<file path="src/rtl/sot_pkg.sv">
package sot_pkg;

    typedef enum logic [2:0] {
        ST_WAIT   = 3'd0,
        ST_STOP   = 3'd1,
        ST_REQ    = 3'd2,
        ST_BRIDGE = 3'd3,
        ST_BURST  = 3'd4
    } sot_state_t;

    // symbol = {hs, p, n}
    localparam logic [1:0] LV_STOP = 2'b11;
    localparam logic [1:0] LV_PLOW = 2'b01;
    localparam logic [1:0] LV_BOTH = 2'b00;

endpackage

</file>
<file path="src/rtl/sot_lane_filter.sv">
module sot_lane_filter #(
    parameter int FW = 4
) (
    input  logic          clk,
    input  logic          rst_n,
    input  logic          lane_p,
    input  logic          lane_n,
    input  logic          hs_in,
    input  logic [FW-1:0] cfg_stable,
    output logic [2:0]    sym_o
);

    logic [2:0]    meta_q;
    logic [2:0]    sync_q;
    logic [2:0]    prev_q;
    logic [FW-1:0] run_q;
    logic [2:0]    filt_q;

    always_ff @(posedge clk or negedge rst_n) begin
        if (!rst_n) begin
            meta_q <= 3'b000;
            sync_q <= 3'b000;
            prev_q <= 3'b000;
            run_q  <= '0;
            filt_q <= 3'b000;
        end else begin
            meta_q <= {hs_in, lane_p, lane_n};
            sync_q <= meta_q;
            prev_q <= sync_q;
            if (sync_q != prev_q) begin
                run_q <= '0;
            end else if (run_q != {FW{1'b1}}) begin
                run_q <= run_q + 1'b1;
            end
            if ((sync_q == prev_q) && (run_q >= cfg_stable)) begin
                filt_q <= sync_q;
            end
        end
    end

    assign sym_o = filt_q;

    // an accepted level change only follows a full stable run
    p_accept_after_hold_r1: assert property (@(posedge clk) disable iff (!rst_n)
        (filt_q != $past(filt_q)) |-> ($past(run_q) >= $past(cfg_stable)));

endmodule

</file>
<file path="src/rtl/sot_sat_counter.sv">
module sot_sat_counter #(
    parameter int EW = 16
) (
    input  logic          clk,
    input  logic          rst_n,
    input  logic          clr,
    input  logic          inc,
    output logic [EW-1:0] q
);

    always_ff @(posedge clk or negedge rst_n) begin
        if (!rst_n) begin
            q <= '0;
        end else if (clr) begin
            q <= '0;
        end else if (inc && (q != {EW{1'b1}})) begin
            q <= q + 1'b1;
        end
    end

    p_hold_at_top_r9: assert property (@(posedge clk) disable iff (!rst_n)
        ((q == {EW{1'b1}}) && !clr) |=> (q == {EW{1'b1}}));

    p_single_step_r9: assert property (@(posedge clk) disable iff (!rst_n)
        !clr |=> ((q == $past(q)) || (q == $past(q) + 1'b1)));

    p_clear_wins_r10: assert property (@(posedge clk) disable iff (!rst_n)
        clr |=> (q == '0));

endmodule

</file>
<file path="src/rtl/sot_entry_fsm.sv">
module sot_entry_fsm
    import sot_pkg::*;
#(
    parameter int          CW      = 12,
    parameter logic [CW-1:0] DEF_MIN = 10
) (
    input  logic          clk,
    input  logic          rst_n,
    input  logic [2:0]    sym,
    input  logic [CW-1:0] min_cfg,
    output logic          ok_o,
    output logic          miss_o,
    output logic [CW-1:0] w01_o,
    output logic [CW-1:0] w00_o
);

    sot_state_t    state_q, state_n;
    logic [CW-1:0] c01_q, c01_n;
    logic [CW-1:0] c00_q, c00_n;
    logic          skip_q, skip_n;
    logic          hit_ok, hit_miss;
    logic [CW-1:0] eff_min;
    logic [CW:0]   plateau_sum;
    logic          is_hs;
    logic [1:0]    lv;

    assign is_hs       = sym[2];
    assign lv          = sym[1:0];
    assign eff_min     = (min_cfg == '0) ? DEF_MIN : min_cfg;
    assign plateau_sum = {1'b0, c01_q} + {1'b0, c00_q};

    always_comb begin
        state_n  = state_q;
        c01_n    = c01_q;
        c00_n    = c00_q;
        skip_n   = skip_q;
        hit_ok   = 1'b0;
        hit_miss = 1'b0;
        unique case (state_q)
            ST_WAIT: begin
                if (!is_hs && lv == LV_STOP) state_n = ST_STOP;
            end
            ST_STOP: begin
                if (is_hs) begin
                    hit_miss = 1'b1;
                    c01_n    = '0;
                    c00_n    = '0;
                    state_n  = ST_BURST;
                end else if (lv == LV_PLOW) begin
                    c01_n   = {{(CW-1){1'b0}}, 1'b1};
                    skip_n  = 1'b0;
                    state_n = ST_REQ;
                end else if (lv == LV_BOTH) begin
                    c01_n   = '0;
                    c00_n   = {{(CW-1){1'b0}}, 1'b1};
                    skip_n  = 1'b1;
                    state_n = ST_BRIDGE;
                end else if (lv != LV_STOP) begin
                    state_n = ST_WAIT;
                end
            end
            ST_REQ: begin
                if (is_hs) begin
                    hit_miss = 1'b1;
                    c00_n    = '0;
                    state_n  = ST_BURST;
                end else if (lv == LV_PLOW) begin
                    if (c01_q != {CW{1'b1}}) c01_n = c01_q + 1'b1;
                end else if (lv == LV_BOTH) begin
                    c00_n   = {{(CW-1){1'b0}}, 1'b1};
                    state_n = ST_BRIDGE;
                end else begin
                    state_n = ST_WAIT;
                end
            end
            ST_BRIDGE: begin
                if (is_hs) begin
                    if (skip_q || (plateau_sum < {1'b0, eff_min})) hit_miss = 1'b1;
                    else                                           hit_ok   = 1'b1;
                    state_n = ST_BURST;
                end else if (lv == LV_BOTH) begin
                    if (c00_q != {CW{1'b1}}) c00_n = c00_q + 1'b1;
                end else begin
                    state_n = ST_WAIT;
                end
            end
            ST_BURST: begin
                if (!is_hs && lv == LV_STOP) state_n = ST_STOP;
            end
            default: state_n = ST_WAIT;
        endcase
    end

    always_ff @(posedge clk or negedge rst_n) begin
        if (!rst_n) begin
            state_q <= ST_WAIT;
            c01_q   <= '0;
            c00_q   <= '0;
            skip_q  <= 1'b0;
        end else begin
            state_q <= state_n;
            c01_q   <= c01_n;
            c00_q   <= c00_n;
            skip_q  <= skip_n;
        end
    end

    always_ff @(posedge clk or negedge rst_n) begin
        if (!rst_n) begin
            ok_o   <= 1'b0;
            miss_o <= 1'b0;
            w01_o  <= '0;
            w00_o  <= '0;
        end else begin
            ok_o   <= hit_ok;
            miss_o <= hit_miss;
            if (hit_ok || hit_miss) begin
                w01_o <= c01_n;
                w00_o <= c00_n;
            end
        end
    end

    p_verdicts_exclusive_r11: assert property (@(posedge clk) disable iff (!rst_n)
        !(ok_o && miss_o));

    p_ok_has_both_steps_r2: assert property (@(posedge clk) disable iff (!rst_n)
        ok_o |-> ((w01_o != '0) && (w00_o != '0)));

    p_ok_meets_minimum_r3: assert property (@(posedge clk) disable iff (!rst_n)
        $rose(ok_o) |-> (({1'b0, w01_o} + {1'b0, w00_o}) >= {1'b0, $past(eff_min)}));

    p_ok_single_cycle_r2: assert property (@(posedge clk) disable iff (!rst_n)
        ok_o |=> !ok_o);

    p_widths_hold_r6: assert property (@(posedge clk) disable iff (!rst_n)
        !(ok_o || miss_o) |-> ($stable(w01_o) && $stable(w00_o)));

endmodule

</file>
<file path="src/rtl/sot_entry_monitor.sv">
module sot_entry_monitor #(
    parameter int SAMPLE_PS = 5000,
    parameter int MIN_NS    = 50,
    parameter int CW        = 12,
    parameter int FW        = 4,
    parameter int EW        = 16
) (
    input  logic          clk,
    input  logic          rst_n,
    input  logic          lane_p,
    input  logic          lane_n,
    input  logic          hs_seen,
    input  logic [FW-1:0] cfg_stable,
    input  logic [CW-1:0] cfg_min_plateau,
    input  logic          cnt_clr,
    output logic          sot_ok,
    output logic          sot_miss,
    output logic [CW-1:0] width_lp01,
    output logic [CW-1:0] width_lp00,
    output logic [EW-1:0] ok_count,
    output logic [EW-1:0] miss_count
);

    localparam int            DEF_TICKS = (MIN_NS * 1000 + SAMPLE_PS - 1) / SAMPLE_PS;
    localparam logic [CW-1:0] DEF_MIN   = CW'(DEF_TICKS);
    localparam int            NCNT      = 2;

    logic [2:0]    sym;
    logic [NCNT-1:0] bump;
    logic [EW-1:0] cnt_q [NCNT];

    sot_lane_filter #(.FW(FW)) u_filter (
        .clk        (clk),
        .rst_n      (rst_n),
        .lane_p     (lane_p),
        .lane_n     (lane_n),
        .hs_in      (hs_seen),
        .cfg_stable (cfg_stable),
        .sym_o      (sym)
    );

    sot_entry_fsm #(.CW(CW), .DEF_MIN(DEF_MIN)) u_fsm (
        .clk     (clk),
        .rst_n   (rst_n),
        .sym     (sym),
        .min_cfg (cfg_min_plateau),
        .ok_o    (sot_ok),
        .miss_o  (sot_miss),
        .w01_o   (width_lp01),
        .w00_o   (width_lp00)
    );

    assign bump = {sot_miss, sot_ok};

    for (genvar g = 0; g < NCNT; g++) begin : g_cnt
        sot_sat_counter #(.EW(EW)) u_cnt (
            .clk   (clk),
            .rst_n (rst_n),
            .clr   (cnt_clr),
            .inc   (bump[g]),
            .q     (cnt_q[g])
        );
    end

    assign ok_count   = cnt_q[0];
    assign miss_count = cnt_q[1];

endmodule

</file>
<file path="config.mk">
export PLATFORM = sky130hd
export DESIGN_NAME = sot_entry_monitor
export DESIGN_NICKNAME = d
export VERILOG_FILES = /design/src/rtl/sot_pkg.sv /design/src/rtl/sot_lane_filter.sv /design/src/rtl/sot_sat_counter.sv /design/src/rtl/sot_entry_fsm.sv /design/src/rtl/sot_entry_monitor.sv
export SDC_FILE = /design/constraint.sdc
export NUM_CORES = 1
export LEC_CHECK = 0
export BUFFER_PORTS_ARGS = -buffer_cell sky130_fd_sc_hd__buf_4
export CAP_MARGIN = 20
export CORE_ASPECT_RATIO = 0.75
export CORE_MARGIN = 2
export CORE_UTILIZATION = 35
export CTS_BUF_LIST = sky130_fd_sc_hd__clkbuf_8
export CTS_CLUSTER_SIZE = 40
export DETAILED_ROUTE_END_ITERATION = 10
export PLACE_DENSITY = 0.51
export SLEW_MARGIN = 10
export SYNTH_ARGS = -nofsm -noshare
export SYNTH_HDL_FRONTEND = slang
export SYNTH_SLANG_ARGS = --single-unit
export TNS_END_PERCENT = 10
</file>
<file path="constraint.sdc">
create_clock -name clk -period 3.11 [get_ports clk]
set_input_delay 0.311 -clock clk [delete_from_list [all_inputs] [get_ports clk]]
set_output_delay 0.311 -clock clk [all_outputs]
set_load 0.01 [all_outputs]
</file>
==> summary.txt <==
STA
  – Period utilization: 98.7%
  – Worst Skew: 8.03 ps
  – Slew Viols, Final: 0
  – Setup WS post-layout: 39.7 ps
  – Fin. Hold Viols: 0
  – Fmax: 0.326 GHz
  – Slew Limit Headroom: 47.0%
  – Worst-margin pin slew: 792 ps
  – Final setup fails: 0
  – Crit path time final: 3070 ps
  – RSZ-0062 raised after global routing: true

Route
  – TritonRoute pass-1 iters: 4
  – Antenna-violating nets left: 0
  – Vias per cell: 5.39
  – Routed wire length per instance: 16.8 um
  – Drt drc: 0
  – Via count: 4920
  – Drt total wl: 15.4 mm
  – DRT iter0 DRCs: 468

Logic synthesis
  – Syn nets: 664
  – Synth Warn #: 0
  – Synth Area per Inst: 9.57 um2
  – Synthesis-stage register bit count: 102
  – Number of synthesized flops with an enable pin: 0
  – Synth cell types: 59
  – Post-Synthesis Cells: 609
  – Sequential area share after synthesis: 43.8%
  – Async S/R FF share, synth: 100%
  – Synthesized cell area: 0.00583 mm2
  – Post-synth top flop: dfrtp_1

Clocking
  – Clock transition at the registers of the reported paths: 100 ps
  – TritonCTS buffer count: 9
  – CTS tree: yes
  – CTS Buffer Depth: 2
  – CTS H-tree lvls: 3
  – Root Driver: clkbuf_8
  – Num Clock Sinks: 102
  – Clock Latency Late Sink: 380 ps

Worst setup path
  – Type of the worst setup path: reg -> reg
  – Worst reg2reg path startpoint: u_fsm.c01_q[0]
  – Crit Reg-Reg Endpoint: u_fsm.miss_o
  – Worst path required time: 3390 ps
  – CP Launch Type: flop
  – Worst-path maximum fanout: 4
  – Register-to-Register Path Depth: 14
  – Setup crit end: u_fsm.miss_o
  – R2R Setup Slk: 40 ps
  – WP data arrival: 3350 ps
  – Critical Path Start: u_fsm.c01_q[0]
  – Critical path endpoint category: flop

Global route
  – Tot GR Track Use: 17.8%
  – Busiest grt layer: met1
  – Antenna violations before repair: 0
  – First-pass GRT wire length: 24.8 mm
  – Total gr overflow: 0
  – Largest net degree at the start of global routing: 53
  – Met1 Use GR: 26.0%
  – GR Util met3: 6.17%
  – Vias in the first global route: 4623
  – Grt met2 use: 24.5%

Power and ir drop
  – Sw Pwr: 1.18 mW
  – Comb pwr share: 26.8%
  – Power share of the clock group: 27.6%
  – Max VDD drop: 0.282 mV
  – Internal: 2.31 mW
  – Sequential Power Share: 45.6%
  – P_leak: 3.36 nW
  – Sw Ratio: 33.7%
  – Pwr dens: 497 mW/mm2

Final layout
  – Layout cell share with drive strength beyond 1: 21.1%
  – Ant. Diodes: 0
  – Area Overhead vs Synth: 20.6%
  – Nets: 753
  – Final std cells w/o fill: 913

Floorplanning
  – Core ar.: 0.0162 mm2
  – Die height: 116 um
  – Die Area: 0.0177 mm2
  – Die Wd: 153 um
  – IO Pins: 80
  – Num rows: 40
  – Initial Util: 36.0%

Worst hold path
  – HP Class: in -> reg

Status
  – Outcome: complete, no violations

Run
  – Max_cap viols: 0

Placed design
  – GP Congestion: 0.927
  – HPWL reported at the end of detailed placement: 11.4 mm
  – Dpl cells: 890
  – Port Buffers: 79
  – Pre-CTS setup slack: 30.0 ps
==> cells by family after synthesis <==
| family | Yosys count | share of synthesized area, % |
|---|---|---|
| flip-flops | 102 | 43.8 |
| buffers and inverters | 44 | 3.22 |
| AND/OR/NAND/NOR | 231 | 20.2 |
| AO/OA/AOI/OAI | 138 | 15.5 |
| adder cells (fa/ha/maj) | 33 | 7.22 |
| XOR/XNOR | 39 | 5.86 |
| multiplexers | 22 | 4.21 |
==> cell type report <==
type	instances	area, um2
flip-flops and latches	102	2550
repair buffers	97	748
clock inverters	6	93.8
clock buffers	10	138
multi-input cells	463	3130
well taps	210	263
inverters	25	96.3
fillers	1582	9140
==> power by group through the flow <==
stage / combinational (mW) / sequential [mW] / clock [mW]
6_report: 0.934 / 1.59 / 0.964
5_1_grt: 1.03 / 1.61 / 1.07
4_1_cts: 0.886 / 1.58 / 1.01
3_5_place_dp: 0.881 / 1.61 / 0
3_3_place_gp: 0.864 / 1.60 / 0
2_1_floorplan: 0.561 / 1.56 / 0
==> what timing repair did <==
| action | 4_1_cts | 5_1_grt |
|---|---|---|
| endpoints found under the setup margin | 0 | 2 |
| hold buffers | 1 | 2 |
| buffers inserted | 0 | 4 |
| resized for setup | 0 | 12 |
| hold endpoints to repair | 50 | 2 |
==> Yosys cell counts, types with 3 or more instances <==
cell | n | area (um2)
nand4_1 | 17 | 106
nand3_1 | 32 | 160
nor4_1 | 4 | 25.0
o31a_1 | 3 | 26.3
o21ai_1 | 3 | 15.0
nor2_1 | 65 | 244
a21oi_1 | 33 | 165
dfrtp_1 | 102 | 2550
mux2_2 | 16 | 180
and4_1 | 9 | 78.8
xor2_1 | 20 | 175
and2_1 | 7 | 43.8
nor2b_1 | 3 | 18.8
a31oi_1 | 20 | 125
o31ai_1 | 4 | 30.0
and3_1 | 16 | 100
a41o_1 | 3 | 30.0
ha_1 | 32 | 400
or3_1 | 4 | 25.0
nand2_1 | 46 | 173
xnor2_1 | 19 | 166
buf_2 | 9 | 45.0
a41oi_1 | 4 | 35.0
nand2b_1 | 8 | 50.1
inv_1 | 25 | 93.8
nor3_1 | 7 | 35.0
mux2i_1 | 5 | 50.1
o21ai_0 | 33 | 165
clkbuf_1 | 8 | 30.0
a211oi_1 | 3 | 22.5
o21a_1 | 4 | 30.0
a21o_1 | 11 | 82.6
==> worst min path at each step <==
stage	startpoint	endpoint	slack, ps	cells after the start
floorplan	rst_n	g_cnt[0].u_cnt.q[0]	20	0
global placement	u_filter.meta_q[1]	u_filter.sync_q[1]	340	0
detailed placement	u_filter.meta_q[1]	u_filter.sync_q[1]	340	0
CTS	hs_seen	u_filter.meta_q[2]	10	1
global route	lane_p	u_filter.meta_q[1]	7	1
finish	lane_p	u_filter.meta_q[1]	50	1
==> placed cells by master (no fill, tap or decap), types with 4 or more instances in the layout <==
| master | count |
|---|---|
| a21o_1 | 11 |
| a21oi_1 | 33 |
| a31oi_1 | 20 |
| and2_1 | 7 |
| and3_1 | 16 |
| and4_1 | 9 |
| buf_4 | 93 |
| clkbuf_8 | 10 |
| dfrtp_1 | 102 |
| ha_1 | 29 |
| inv_1 | 24 |
| mux2_2 | 16 |
| mux2i_1 | 5 |
| nand2_1 | 45 |
| nand2b_1 | 8 |
| nand3_1 | 32 |
| nand4_1 | 17 |
| nor2_1 | 65 |
| nor3_1 | 7 |
| o21a_1 | 4 |
| o21ai_0 | 32 |
| o21ai_1 | 4 |
| o31ai_1 | 4 |
| or3_1 | 4 |
| xnor2_1 | 19 |
| xor2_1 | 20 |
==> layer usage <==
layer,share of wire [%],routed length [um]
met1,50,7610
met4,1.6,242
met3,7.7,1190
met2,41,6320
met5,0,0
==> critical path, stage by stage, from the launching register on <==
cell and delay, ps:
dfrtp_1 420, ha_4 190, inv_4 60, fa_2 220
nor2b_2 50, o31a_1 290, o31a_1 340, a31oi_1 180
xnor2_1 110, ha_1 310, nand2_2 60, o21ai_1 120
a21oi_1 60, o221a_2 310, o31a_1 240
==> sequential cells by signal (all words and copies together), names as in the netlist, 3 cells and up <==
name             flops
u_filter.run_q       4
u_filter.prev_q      3
u_filter.sync_q      3
u_fsm.w01_o         12
u_fsm.state_q        3
u_filter.sym_o       3
g_cnt.u_cnt.q       32
u_filter.meta_q      3
u_fsm.c00_q         12
u_fsm.w00_o         12
u_fsm.c01_q         12
==> metrics by stage <==
step                      power (mW)  setup TNS [ps]  instance area (um2)  hold slack, ps  utilization, %
final                           3.49               0                 7030            51.2            43.5
after global routing            3.71            -207                 7030            7.25            43.5
after CTS                       3.48               0                 6920            11.0            42.8
after detailed placement        2.49               0                 6680             340            41.3
after global placement          2.47               0                 6680             337            41.3
after floorplan                 2.12               0                 5830            15.4               -
Note: power is estimated with default switching activity, not from simulation.
